### src/rtl/shift_unit_pkg.sv
package shift_unit_pkg;
   typedef enum logic [1:0] {
      OP_ASL = 2'd0,
      OP_LSL = 2'd1,
      OP_ASR = 2'd2,
      OP_LSR = 2'd3
   } shift_op_e;

   typedef enum logic [1:0] {
      SZ_BYTE = 2'd0,
      SZ_WORD = 2'd1,
      SZ_LONG = 2'd2,
      SZ_RSVD = 2'd3
   } shift_size_e;

   typedef struct packed {
      logic x;
      logic n;
      logic v;
      logic z;
      logic c;
   } ccr_t;
endpackage

### src/rtl/shift_count_sel.sv
module shift_count_sel #(
   parameter int CNT_W      = 6,
   parameter int IMM_W      = 3,
   parameter int REG_W      = 32,
   parameter int CYC_W      = 8,
   parameter int BASE_SHORT = 6,
   parameter int BASE_LONG  = 8,
   parameter int PER_BIT    = 2
) (
   input  logic                         mem_form,
   input  logic                         from_reg,
   input  logic [IMM_W-1:0]             imm,
   input  logic [REG_W-1:0]             reg_count,
   input  shift_unit_pkg::shift_size_e  size,
   output logic [CNT_W-1:0]             count,
   output logic [CYC_W-1:0]             cycles
);
   localparam int IMM_MAX = 1 << IMM_W;
   localparam int MAX_CYC = BASE_LONG + PER_BIT * ((1 << CNT_W) - 1);

   if (CNT_W <= IMM_W) begin : g_bad_cnt
      $error("shift_count_sel: CNT_W must exceed IMM_W");
   end
   if (MAX_CYC >= (1 << CYC_W)) begin : g_bad_cyc
      $error("shift_count_sel: CYC_W too narrow for largest cost");
   end
   if (REG_W < CNT_W) begin : g_bad_reg
      $error("shift_count_sel: REG_W narrower than CNT_W");
   end

   logic [CYC_W-1:0] base;

   always_comb begin
      if (mem_form) begin
         count = CNT_W'(1);
      end else if (from_reg) begin
         count = reg_count[CNT_W-1:0];
      end else if (imm == '0) begin
         count = CNT_W'(IMM_MAX);
      end else begin
         count = {{(CNT_W-IMM_W){1'b0}}, imm};
      end
   end

   always_comb begin
      if (!mem_form && (size == shift_unit_pkg::SZ_LONG || size == shift_unit_pkg::SZ_RSVD)) begin
         base = CYC_W'(BASE_LONG);
      end else begin
         base = CYC_W'(BASE_SHORT);
      end
      cycles = base + CYC_W'(PER_BIT) * {{(CYC_W-CNT_W){1'b0}}, count};
   end
endmodule

### src/rtl/shift_lane.sv
module shift_lane #(
   parameter int W     = 8,
   parameter int CNT_W = 6
) (
   input  logic             left,
   input  logic             arith,
   input  logic [W-1:0]     opnd,
   input  logic [CNT_W-1:0] count,
   output logic [W-1:0]     res,
   output logic             carry
);
   localparam int EXT = 1 << CNT_W;

   logic [W+EXT-1:0] lv;
   logic [W+EXT:0]   rv;
   logic             fill;

   always_comb begin
      fill = arith & opnd[W-1];
      lv = {{EXT{1'b0}}, opnd} << count;
      rv = {{EXT{fill}}, opnd, 1'b0} >> count;
      if (left) begin
         res   = lv[W-1:0];
         carry = lv[W];
      end else begin
         res   = rv[W:1];
         carry = rv[0];
      end
   end
endmodule

### src/rtl/shift_datapath.sv
module shift_datapath #(
   parameter int DATA_W  = 32,
   parameter int CNT_W   = 6,
   parameter int N_SIZES = 3
) (
   input  logic                         left,
   input  logic                         arith,
   input  shift_unit_pkg::shift_size_e  size,
   input  logic [DATA_W-1:0]            opnd,
   input  logic [CNT_W-1:0]             count,
   output logic [DATA_W-1:0]            word,
   output logic                         neg,
   output logic                         zero,
   output logic                         carry
);
   localparam int SEL_W = (N_SIZES > 1) ? $clog2(N_SIZES) : 1;

   if (DATA_W != (8 << (N_SIZES-1))) begin : g_bad_width
      $error("shift_datapath: DATA_W must equal the widest lane");
   end

   logic [DATA_W-1:0] lane_word [N_SIZES];
   logic              lane_n    [N_SIZES];
   logic              lane_z    [N_SIZES];
   logic              lane_c    [N_SIZES];
   logic [SEL_W-1:0]  sel;

   for (genvar k = 0; k < N_SIZES; k++) begin : g_lane
      localparam int LW = 8 << k;
      logic [LW-1:0] res;
      shift_lane #(.W(LW), .CNT_W(CNT_W)) u_lane (
         .left  (left),
         .arith (arith),
         .opnd  (opnd[LW-1:0]),
         .count (count),
         .res   (res),
         .carry (lane_c[k])
      );
      if (LW < DATA_W) begin : g_keep
         assign lane_word[k] = {opnd[DATA_W-1:LW], res};
      end else begin : g_full
         assign lane_word[k] = res;
      end
      assign lane_n[k] = res[LW-1];
      assign lane_z[k] = (res == '0);
   end

   always_comb begin
      if (int'(size) >= N_SIZES) sel = SEL_W'(N_SIZES-1);
      else                       sel = SEL_W'(size);
      word  = lane_word[sel];
      neg   = lane_n[sel];
      zero  = lane_z[sel];
      carry = lane_c[sel];
   end
endmodule

### src/rtl/shift_unit.sv
module shift_unit #(
   parameter int DATA_W     = 32,
   parameter int CNT_W      = 6,
   parameter int IMM_W      = 3,
   parameter int CYC_W      = 8,
   parameter int BASE_SHORT = 6,
   parameter int BASE_LONG  = 8,
   parameter int PER_BIT    = 2
) (
   input  logic              clk,
   input  logic              rst_n,
   input  logic              in_valid,
   output logic              in_ready,
   input  logic [1:0]        in_op,
   input  logic [1:0]        in_size,
   input  logic              in_mem,
   input  logic              in_cnt_from_reg,
   input  logic [IMM_W-1:0]  in_imm,
   input  logic [DATA_W-1:0] in_reg_count,
   input  logic [DATA_W-1:0] in_operand,
   input  logic              in_x,
   output logic              out_valid,
   output logic [DATA_W-1:0] out_result,
   output logic [4:0]        out_flags,
   output logic [CYC_W-1:0]  out_cycles
);
   import shift_unit_pkg::*;

   localparam int N_SIZES = 3;

   shift_op_e         op;
   shift_size_e       eff_size;
   logic [CNT_W-1:0]  count;
   logic [CYC_W-1:0]  cycles;
   logic [DATA_W-1:0] word;
   logic              neg, zero, carry, left, arith, accept;
   ccr_t              ccr;

   assign op       = shift_op_e'(in_op);
   assign eff_size = in_mem ? SZ_WORD : shift_size_e'(in_size);
   assign left     = (op == OP_ASL) || (op == OP_LSL);
   assign arith    = (op == OP_ASR);
   assign in_ready = !out_valid;
   assign accept   = in_valid && in_ready;

   shift_count_sel #(
      .CNT_W(CNT_W), .IMM_W(IMM_W), .REG_W(DATA_W), .CYC_W(CYC_W),
      .BASE_SHORT(BASE_SHORT), .BASE_LONG(BASE_LONG), .PER_BIT(PER_BIT)
   ) u_count (
      .mem_form  (in_mem),
      .from_reg  (in_cnt_from_reg),
      .imm       (in_imm),
      .reg_count (in_reg_count),
      .size      (eff_size),
      .count     (count),
      .cycles    (cycles)
   );

   shift_datapath #(.DATA_W(DATA_W), .CNT_W(CNT_W), .N_SIZES(N_SIZES)) u_dp (
      .left  (left),
      .arith (arith),
      .size  (eff_size),
      .opnd  (in_operand),
      .count (count),
      .word  (word),
      .neg   (neg),
      .zero  (zero),
      .carry (carry)
   );

   always_comb begin
      ccr.c = carry;
      ccr.z = zero;
      ccr.n = neg;
      ccr.v = 1'b0;
      ccr.x = (count == '0) ? in_x : carry;
   end

   always_ff @(posedge clk) begin
      if (!rst_n) begin
         out_valid  <= 1'b0;
         out_result <= '0;
         out_flags  <= '0;
         out_cycles <= '0;
      end else begin
         out_valid <= accept;
         if (accept) begin
            out_result <= word;
            out_flags  <= ccr;
            out_cycles <= cycles;
         end
      end
   end
endmodule

### config.mk
export PLATFORM = sky130hd
export DESIGN_NAME = shift_unit
export DESIGN_NICKNAME = d
export VERILOG_FILES = /design/src/rtl/shift_unit_pkg.sv /design/src/rtl/shift_count_sel.sv /design/src/rtl/shift_lane.sv /design/src/rtl/shift_datapath.sv /design/src/rtl/shift_unit.sv
export SDC_FILE = /design/constraint.sdc
export NUM_CORES = 1
export LEC_CHECK = 0
export BUFFER_PORTS_ARGS = -buffer_cell sky130_fd_sc_hd__buf_2
export CAP_MARGIN = 0
export CELL_PAD_IN_SITES_DETAIL_PLACEMENT = 0
export CELL_PAD_IN_SITES_GLOBAL_PLACEMENT = 2
export CORE_MARGIN = 1
export CORE_UTILIZATION = 32
export DETAILED_ROUTE_END_ITERATION = 10
export GPL_TIMING_DRIVEN = 0
export PLACE_DENSITY_LB_ADDON = 0.2
export SLEW_MARGIN = 20
export SYNTH_ARGS = -nofsm -noshare
export SYNTH_HDL_FRONTEND = slang
export SYNTH_SLANG_ARGS = --single-unit
### constraint.sdc
create_clock -name clk -period 4.2 [get_ports clk]
set_input_delay 0.63 -clock clk [delete_from_list [all_inputs] [get_ports clk]]
set_output_delay 0.63 -clock clk [all_outputs]
set_load 0.01 [all_outputs]
# Yosys cells after proc, flatten, opt, wreduce, memory -nomap -nowiden
# Cells that the tools add are included.
dict set report op_classes {
  add_sub_neg 1
  n_bitwise 4
  n_mux 25
  eq_ne 4
  magnitude_cmp 2
  reduce_logical 12
  multipliers 0
  div_mod_pow 0
  shifts 6
}
# op n
set ops {}
lappend ops {{>> shifter 97 x 6 -> 33 bit} 1}
lappend ops {{2-to-1 mux 32 bit} 3}
lappend ops {{>> shifter 81 x 6 -> 17 bit} 1}
lappend ops {{>> shifter 73 x 6 -> 9 bit} 1}
lappend ops {{binary-select mux 32 bit (select 2 bit)} 1}
lappend ops {{left shift 32 x 6 -> 33 bit} 1}
lappend ops {{zero test 32 bit} 1}
lappend ops {{left shift 16 x 6 -> 17 bit} 1}
lappend ops {{zero test 16 bit} 1}
lappend ops {{2-to-1 mux 16 bit} 1}
lappend ops {{2-to-1 mux 6 bit} 2}
lappend ops {{2-to-1 mux 1 bit} 10}
lappend ops {{left shift 8 x 6 -> 9 bit} 1}
lappend ops {{adder 4 x 7 -> 8 bit} 1}
lappend ops {{zero test 8 bit} 1}
lappend ops {{2-to-1 mux 4 bit} 2}
lappend ops {{2-to-1 mux 8 bit} 1}
lappend ops {{binary-select mux 1 bit (select 2 bit)} 3}
lappend ops {{equality test 2 bit, second input constant} 3}
lappend ops {{zero test 6 bit} 1}
lappend ops {{2-to-1 mux 2 bit} 2}
lappend ops {{bitwise AND 1 bit} 3}
lappend ops {{>= comparator 3 bit, second input constant} 1}
lappend ops {{zero test 3 bit} 1}
lappend ops {{7 further kinds} 10}
dict set report word_totals {
  in_bits 77
  mem_bits_rw 0
  memories 0
  rom_bits 0
  latchBits 0
  ff_bits 45
  out_inout_bits 47
}

# Depth between registers and ports, before layout
# Gate-level depths: netlist of the first run.
dict set report depth {
  word_depth 10
  mapped_depth 15
  mapped_depth_nobuf 11
}

# Cells and area by module
# From an unflattened synthesis of the first run, not the netlist that was laid out.
dict set report unflattened {
  hier_cells 1239
  hier_area_um2 9979.6
}
# module area_per_inst_um2 cells_per_inst seq_area_each_um2 n_inst
set by_module_without_submodules {}
lappend by_module_without_submodules {{shift_lane (u_dp.g_lane[2].u_lane)} 4488.1 540 0.0 1}
lappend by_module_without_submodules {{shift_lane (u_dp.g_lane[1].u_lane)} 1926.8 256 0.0 1}
lappend by_module_without_submodules {shift_unit 1795.5 204 900.9 1}
lappend by_module_without_submodules {{shift_lane (u_dp.g_lane[0].u_lane)} 787.0 101 0.0 1}
lappend by_module_without_submodules {shift_datapath 708.2 102 0.0 1}
lappend by_module_without_submodules {shift_count_sel 274.0 36 0.0 1}

# Worst setup path before layout of the first run
# OpenSTA, ideal clock, no wires.
dict set report synth_timing {
  path_type {input to register}
  start {in in_cnt_from_reg}
  end {reg out_flags[1]}
  stages 9
  t_arrival_ns 3.478
  path_slack_ns 0.630
  path_cell_list {buf_6 or4_4 a31oi_2 nor2_2 a22o_1 a221o_1 or4_1 or4_1 o32ai_1}
}
dict set report synth_between {
  elab_chain_cells 8
  word_cells_on_any_way 17
  cone_classes {6 x shift; 8 x mux; 3 x reduce/logical}
}
# item line_no
set synth_lines {}
lappend synth_lines {{from (decl)} shift_unit.sv:17} ;# input logic in_cnt_from_reg,
lappend synth_lines {{2-to-1 mux 6 bit (*)} shift_count_sel.sv:36} ;# end else if (from_reg) begin
lappend synth_lines {{2-to-1 mux 6 bit (*)} shift_count_sel.sv:34} ;# if (mem_form) begin
lappend synth_lines {{>> shifter 97 x 6 -> 33 bit (tied with other cells)} shift_lane.sv:21} ;# rv = {{EXT{fill}}, opnd, 1'b0} >> count;
lappend synth_lines {{2-to-1 mux 32 bit (tied with other cells)} shift_lane.sv:22} ;# if (left) begin
lappend synth_lines {{zero test 32 bit (tied with other cells)} shift_datapath.sv:45} ;# assign lane_z[k] = (res == '0);
lappend synth_lines {{binary-select mux 1 bit (select 2 bit) (*)} shift_datapath.sv:53} ;# zero = lane_z[sel];
lappend synth_lines {{2-to-1 mux 1 bit (not written as such) (*) (2 in series)} shift_datapath.sv:53}
lappend synth_lines {{to (signal assigned)} shift_unit.sv:89} ;# out_flags <= ccr;
lappend synth_lines {{to (decl)} shift_unit.sv:24} ;# output logic [4:0] out_flags,
# Mark *: on every way between the ends. The rest lies on a longest branch, timed or not. The select of a mux whose other input is x is not followed.
# A chain may end at the register's enable or synchronous reset.

# Final worst setup path of the first run
# Same ends and word-level chain as after synthesis.

==> results of run 1 <==
## flip-flops by register name (all words and copies together) (netlist names)
| name | cells |
|---|---|
| out_valid | 1 |
| out_cycles | 7 |
| out_result | 32 |
| out_flags | 4 |
## cell usage after synthesis (12+ instances only)
master	number
nor2b_1	41
a21oi_1	96
a22oi_1	57
a31oi_1	21
nand4_1	12
mux2i_1	34
o21ai_0	101
a221oi_1	18
nand3_1	62
a211oi_1	48
nor3_1	38
o211ai_1	25
nand2_1	175
dfxtp_1	44
buf_2	37
o211a_1	14
clkbuf_1	67
buf_1	19
nor2_1	92
a32oi_1	43
## power breakdown
group	leakage [nW]	internal, mW	switching (mW)
registers	0.363	0.450	0.0151
logic	3.14	0.457	1.21
clock network	0.0871	0.298	0.174
## kinds of logic after synthesis
kind of cell               count (synthesis)
buffers and inverters                    140
adders and majority gates                  3
muxes                                     44
xor gates and xnor gates                   2
other                                      1
AOI/OAI and AO/OA                        539
and+or+nand+nor                          471
DFF                                       44
## worst max-delay path, stage by stage
cell      delay, ns
buf_6          0.13
mux2i_1        0.16
buf_2          0.24
o21ai_0        0.88
a21oi_1        0.17
a22oi_1        0.44
mux2i_1        0.26
nand2_1        0.12
o311ai_0       0.25
or4b_1         0.58
or4_1          0.50
o32ai_1        0.26
## metrics by stage
stage               utilization (%)  setup WS [ns]  power, mW
floorplan                         -          0.630       1.31
global placement               36.2          -1.31       1.97
detailed placement             36.3          -1.27       1.94
CTS                            37.9        0.00300       2.44
global route                   38.4         -0.133       2.63
finish                         38.5         -0.242       2.61
## per-layer routing
metal  vias up  wire length (µm)  GRT usage [%]
li1       5027                 -              -
met4         4              5530           31.2
met2      1401             23300           63.9
met3       374             10500           20.5
met5         -                76              0
met1      5978             23500           60.7
## what timing repair did
| item | CTS | global route |
|---|---|---|
| resized for setup | 63 | 39 |
| setup buffers | 7 | 1 |
| endpoints found under the setup margin | 34 | 16 |
| gates cloned | 0 | 0 |
| pin swaps | 4 | 4 |
## worst max path at each step
| stage | to | slack [ns] | from |
|---|---|---|---|
| after floorplan | out_flags[1]$_SDFFE_PN0P_ | 0.63 | in_cnt_from_reg |
| after global placement | out_flags[1]$_SDFFE_PN0P_ | -1.31 | in_mem |
| after detailed placement | out_flags[1]$_SDFFE_PN0P_ | -1.27 | in_cnt_from_reg |
| after CTS | out_flags[1]$_SDFFE_PN0P_ | 0.003 | in_cnt_from_reg |
| after global routing | out_flags[1]$_SDFFE_PN0P_ | -0.13 | in_cnt_from_reg |
| final | out_flags[1]$_SDFFE_PN0P_ | -0.24 | in_cnt_from_reg |
## cell type report
type | count | area share (%)
Clock buffer | 6 | 1.48
Clock inverter | 2 | 0.413
Tap cell | 324 | 4.32
Antenna cell | 2 | 0.0533
Buffer | 130 | 6.84
Timing Repair Buffer | 93 | 5.17
Sequential cell | 44 | 9.39
Multi-Input combinational cell | 1061 | 71.9
Inverter | 10 | 0.440
==> out/metrics.csv, run 1 <==
stage,metric,value,unit
status,status,finished with violations,
status,failed_checks,setup timing,
critical_path,crit_type,input port to register,
job,drv_cap,0,
synthesis,synthXorXnorAreaFrac,0.219,%
synthesis,synth_top_family_by_area,compound AO/OA/AOI/OAI gates,
synthesis,ys_types,81,
floorplanning,die_y,160,µm
cts,numClockSinks,44,
cts,cts_root_buf,clkbuf_16,
route,drt.antenna.violating_nets,0,
synthesis,synth_area,8000,µm²
timing,period_needed,4.44,ns
pwr,ir_drop,0.000166,V
cts,clk_pin_slew,0.06,ns
route,vias,12800,
global_route,grt_pass1_wl,87100,µm
finish,syn_to_final_growth,17.3,%
timing,finalHoldViolations,0,
cts,cts_tree,done,
synthesis,synthTopCellsByArea,"dfxtp_1 11%, nand2_1 8.2%, o21ai_0 6.3%",
min_path,min_to,out_cycles[3]$_SDFFE_PN0P_,
route,drc,0,
route,post_drt_wl_per_cell,37.6,µm
floorplanning,row_count,57,
placed_design,gp_routability_congestion,1.12,
global_route,antenna_found_initial,3,
cts,cts_buffers,5,
floorplanning,die_w,160,µm
route,via_per_inst,7.65,
critical_path,critical_path_required,4.40,ns
finish,final_cell_mix,"174 x nand2_1, 130 x buf_2, 94 x a21oi_1, 93 x o21ai_0, 90 x nor2_1",
synthesis,synth_mux_area_share,6.04,%
critical_path,crit_path_end_kind,register,
critical_path,start_kind,input port,
floorplanning,initial_core_util,32.8,%
placed_design,dp.cells,1654,
placed_design,place_area,8850,µm²
synthesis,yosysTopAreaCellShare,11.0,%
min_path,min_from,out_cycles[3]$_SDFFE_PN0P_,
cts,clockBufferDepth,2,
finish,layout.cells.most_common,nand2_1,
synthesis,synth_warnings,0,
global_route,grt_pass1_vias,11900,
synthesis,synth_flop_cell,dfxtp_1,
critical_path,timing.rr.start,out_valid$_SDFF_PN0_,
synthesis,avgSynthCellArea,6.43,µm²
timing,final_max_slew_viol_count,0,
global_route,grtUsageTotal,47.5,%
critical_path,cp.arrival,4.64,ns
placed_design,hpwl,48700,µm
timing,max_slew.worst_pin.slew,1.25,ns
min_path,hold_path.class,register to register,
floorplanning,core-area,24400,µm²
timing,finalSetupViolations,3,
cts,cts-htree-levels,2,
timing,layout_setup_ws,-0.242,ns
cts,holdBufCountCts,0,
finish,layout.cells.non_filler,1672,
synthesis,ys_ff_latch,44,
synthesis,seq_area_frac_synth,11.0,%
global_route,grt_overflow_total,0,
timing,fmaxAchievable,0.225,GHz
finish,fillers,2741,
finish,layout.nets,1425,
finish,drive_gt1_share,18.2,%
timing,min_period_over_period,106,%
global_route,grt_max_degree,15,
critical_path,critPathMaxFanout,10,
timing,relSlewSlack,16.1,%
synthesis,yosysTopAreaCell,dfxtp_1,
critical_path,reg2reg_to,out_flags[1]$_SDFFE_PN0P_,
pwr,p_leak,3.59,nW
floorplanning,ios,124,
placed_design,io_buffers,85,
floorplanning,dieArea,25600,µm²
timing,fin_skew,0.00378,ns
pwr,power_density,278,nW/µm²
cts,clock_latency,0.29,ns
synthesis,synth_compound_area_share,46.9,%
timing,rsz0062_at_grt,yes,
synthesis,synth-edff-count,0,
synthesis,synthAdderAreaFrac,0.563,%
route,drt_first_pass_iters,10,
critical_path,r2r_setup_slack,1.63,ns
critical_path,reg2reg_depth,7,
finish,design_area,9380,µm²
finish,seqCellArea,881,µm²
synthesis,synth_cells,1244,
synthesis,synth-async-reset-ratio,0,%
finish,multi_input_area,6750,µm²
route,drt_iter0_drc,2340,
route,drt_wl_total,62900,µm
timing,whs,0.464,ns
synthesis,synth-simple-area-share,27.5,%
min_path,holdPathStages,2,
timing,fin_setup_tns,-0.305,ns
(Power assumes the default switching activity.)
==> run 2, diff against run 1 <==
Settings changed: SKIP_CTS_REPAIR_TIMING set to 1.
Clock period 4.2 ns to 4.8 ns, I/O delays scaled along.
==> out/metrics.csv, run 2 (same netlist as run 1, synthesis figures left out) <==
stage,metric,value,unit,change
status,status,finished with violations,,unchanged
status,failed_checks,setup timing,,unchanged
finish,syn_to_final_growth,13.9,%,was 17.3%
cts,cts_buffers,5,,unchanged
critical_path,crit_top_cell,buf_2,,was mux2i_1
floorplanning,row_count,57,,unchanged
finish,layout.cells.most_common,nand2_1,,unchanged
finish,layout.cells.non_filler,1665,,was 1672
global_route,grtUsageTotal,47.5,%,about the same
timing,fin_setup_tns,-0.455,ns,was -0.305 ns
timing,final_max_slew_viol_count,0,,unchanged
pwr,power_density,246,nW/µm²,was 278 nW/µm²
critical_path,start_kind,input port,,unchanged
finish,layout.nets,1418,,was 1425
finish,final_cell_mix,"175 x nand2_1, 122 x buf_2, 98 x o21ai_0, 95 x a21oi_1, 91 x nor2_1",,"was 174 x nand2_1, 130 x buf_2, 94 x a21oi_1, 93 x o21ai_0, 90 x nor2_1"
timing,layout_setup_ws,-0.128,ns,was -0.242 ns
finish,fillers,2765,,was 2741
floorplanning,die_y,160,µm,unchanged
timing,finalHoldViolations,0,,unchanged
global_route,grt_overflow_total,0,,unchanged
critical_path,slowest_delay,0.65,ns,was 0.88 ns
cts,cts_root_buf,clkbuf_16,,unchanged
route,drt.antenna.violating_nets,0,,unchanged
finish,drive_gt1_share,14.9,%,was 18.2%
floorplanning,ios,124,,unchanged
global_route,antenna_found_initial,3,,unchanged
cts,numClockSinks,44,,unchanged
cts,clockBufferDepth,2,,unchanged
timing,fmaxAchievable,0.203,GHz,
critical_path,critical_path_required,5.00,ns,was 4.40 ns
floorplanning,dieArea,25600,µm²,unchanged
route,via_per_inst,7.69,,was 7.65
critical_path,crit_type,input port to register,,unchanged
route,m1WireLength,23400,µm,was 23500 µm
floorplanning,die_w,160,µm,unchanged
pwr,p_leak,3.49,nW,was 3.59 nW
timing,rsz0062_at_grt,yes,,unchanged
global_route,grt_pass1_wl,87000,µm,was 87100 µm
route,dr_wl_met3,10800,µm,was 10500 µm
route,drc,0,,unchanged
cts,clock_latency,0.29,ns,about the same
route,vias,12800,,about the same
placed_design,gp_routability_congestion,1.12,,unchanged
finish,largest_reg_flops,32,,unchanged
route,met2WireLength,23700,µm,was 23300 µm
route,drt_iter0_drc,2505,,was 2340
global_route,grt_max_degree,15,,unchanged
cts,clk_pin_slew,0.06,ns,about the same
timing,finalSetupViolations,4,,was 3
floorplanning,initial_core_util,32.8,%,unchanged
route,top_layer,met5,,unchanged
placed_design,io_buffers,85,,unchanged
placed_design,hpwl,48700,µm,unchanged
route,post_drt_wl_per_cell,37.8,µm,was 37.6 µm
pwr,ir_drop,0.000145,V,was 0.000166 V
floorplanning,core-area,24400,µm²,unchanged
finish,top_regs,"out_result: 32 flops, out_cycles: 7 flops, out_flags: 4 flops",,unchanged
global_route,grt_pass1_vias,11800,,was 11900
route,drt_wl_total,62900,µm,about the same
critical_path,critPathMaxFanout,10,,unchanged
cts,cts_tree,done,,unchanged
finish,regMostFlops,out_result,,unchanged
cts,cts-htree-levels,2,,unchanged
min_path,hold_path.class,register to register,,unchanged
critical_path,crit_path_end_kind,register,,unchanged
critical_path,crit_slowest_cell,o21ai_1,,was o21ai_0
critical_path,cp.arrival,5.13,ns,was 4.64 ns
placed_design,dp.cells,1654,,unchanged
job,drv_cap,0,,unchanged
route,drt_first_pass_iters,9,,was 10
timing,relSlewSlack,29.1,%,was 16.1%
timing,max_slew.worst_pin.slew,1.06,ns,was 1.25 ns
timing,fin_skew,0.00488,ns,was 0.00378 ns
timing,min_period_over_period,103,%,
critical_path,critical_path.cell_chain,buf_2 -> buf_2 -> buf_2 -> clkbuf_1 -> a21oi_2 -> o21ai_1 -> nor3_1 -> or3_1 -> a21oi_1 -> nand4_1 -> or4_1 -> o32ai_1,,was buf_6 -> mux2i_1 -> buf_2 -> o21ai_0 -> a21oi_1 -> a22oi_1 -> mux2i_1 -> nand2_1 -> o311ai_0 -> or4b_1 -> or4_1 -> o32ai_1
timing,period_needed,4.93,ns,
==> run 2: power breakdown <==
group	internal (mW)	total [mW]	switching, mW
Clock	0.261	0.411	0.150
Sequential	0.394	0.407	0.0131
Combinational	0.375	1.42	1.04
Total	1.03	2.24	1.21
==> run 2: path summary, 6_finish.rpt <==
check / slack [ns] / to / start / cells past startpoint
setup / recovery: -0.13 / out_flags[1]$_SDFFE_PN0P_ / in_mem / 12
hold / removal: 0.46 / out_result[23]$_SDFFE_PN0P_ / out_result[23]$_SDFFE_PN0P_ / 2
setup reg to reg: 2.22 / out_flags[1]$_SDFFE_PN0P_ / out_valid$_SDFF_PN0_ / 7
hold reg to reg: 0.46 / out_result[23]$_SDFFE_PN0P_ / out_result[23]$_SDFFE_PN0P_ / 2
==> run 2: worst max-delay path: cells and delay by family <==
family          cells  cell delay, ns
buf+inv             4            1.65
compound gates      4            1.44
simple gates        4            1.32
==> run 2: area by class of cell <==
class / count / area, µm² / share of cell area (%)
clock inverter: 2 / 38.8 / 0.426
buffer: 130 / 597 / 6.55
clock buffer: 6 / 139 / 1.52
antenna: 2 / 5.00 / 0.0549
sequential: 44 / 881 / 9.67
tap: 324 / 405 / 4.45
multi-input combinational: 1061 / 6580 / 72.2
timing repair buffer: 86 / 433 / 4.75
inverter: 10 / 37.5 / 0.412
==> run 2: metal layers <==
layer  global-route usage [%]  up-vias
li1                         -     5031
met4                     27.9        2
met1                     61.2     6013
met2                     64.9     1408
met3                     20.4      349
met5                        0        -
==> run 2: stage by stage <==
| stage | hold slack [ns] | setup slack (ns) | instance area [µm²] | power (mW) | util, % |
|---|---|---|---|---|---|
| floorplan | 0.485 | 1.14 | 8000 | 1.14 | - |
| global placement | 0.450 | -0.798 | 8830 | 1.72 | 36.2 |
| detailed placement | 0.458 | -0.763 | 8850 | 1.70 | 36.3 |
| CTS | 0.465 | -0.480 | 9030 | 2.11 | 37.0 |
| global route | 0.491 | -0.0281 | 9110 | 2.26 | 37.3 |
| finish | 0.465 | -0.128 | 9110 | 2.24 | 37.4 |
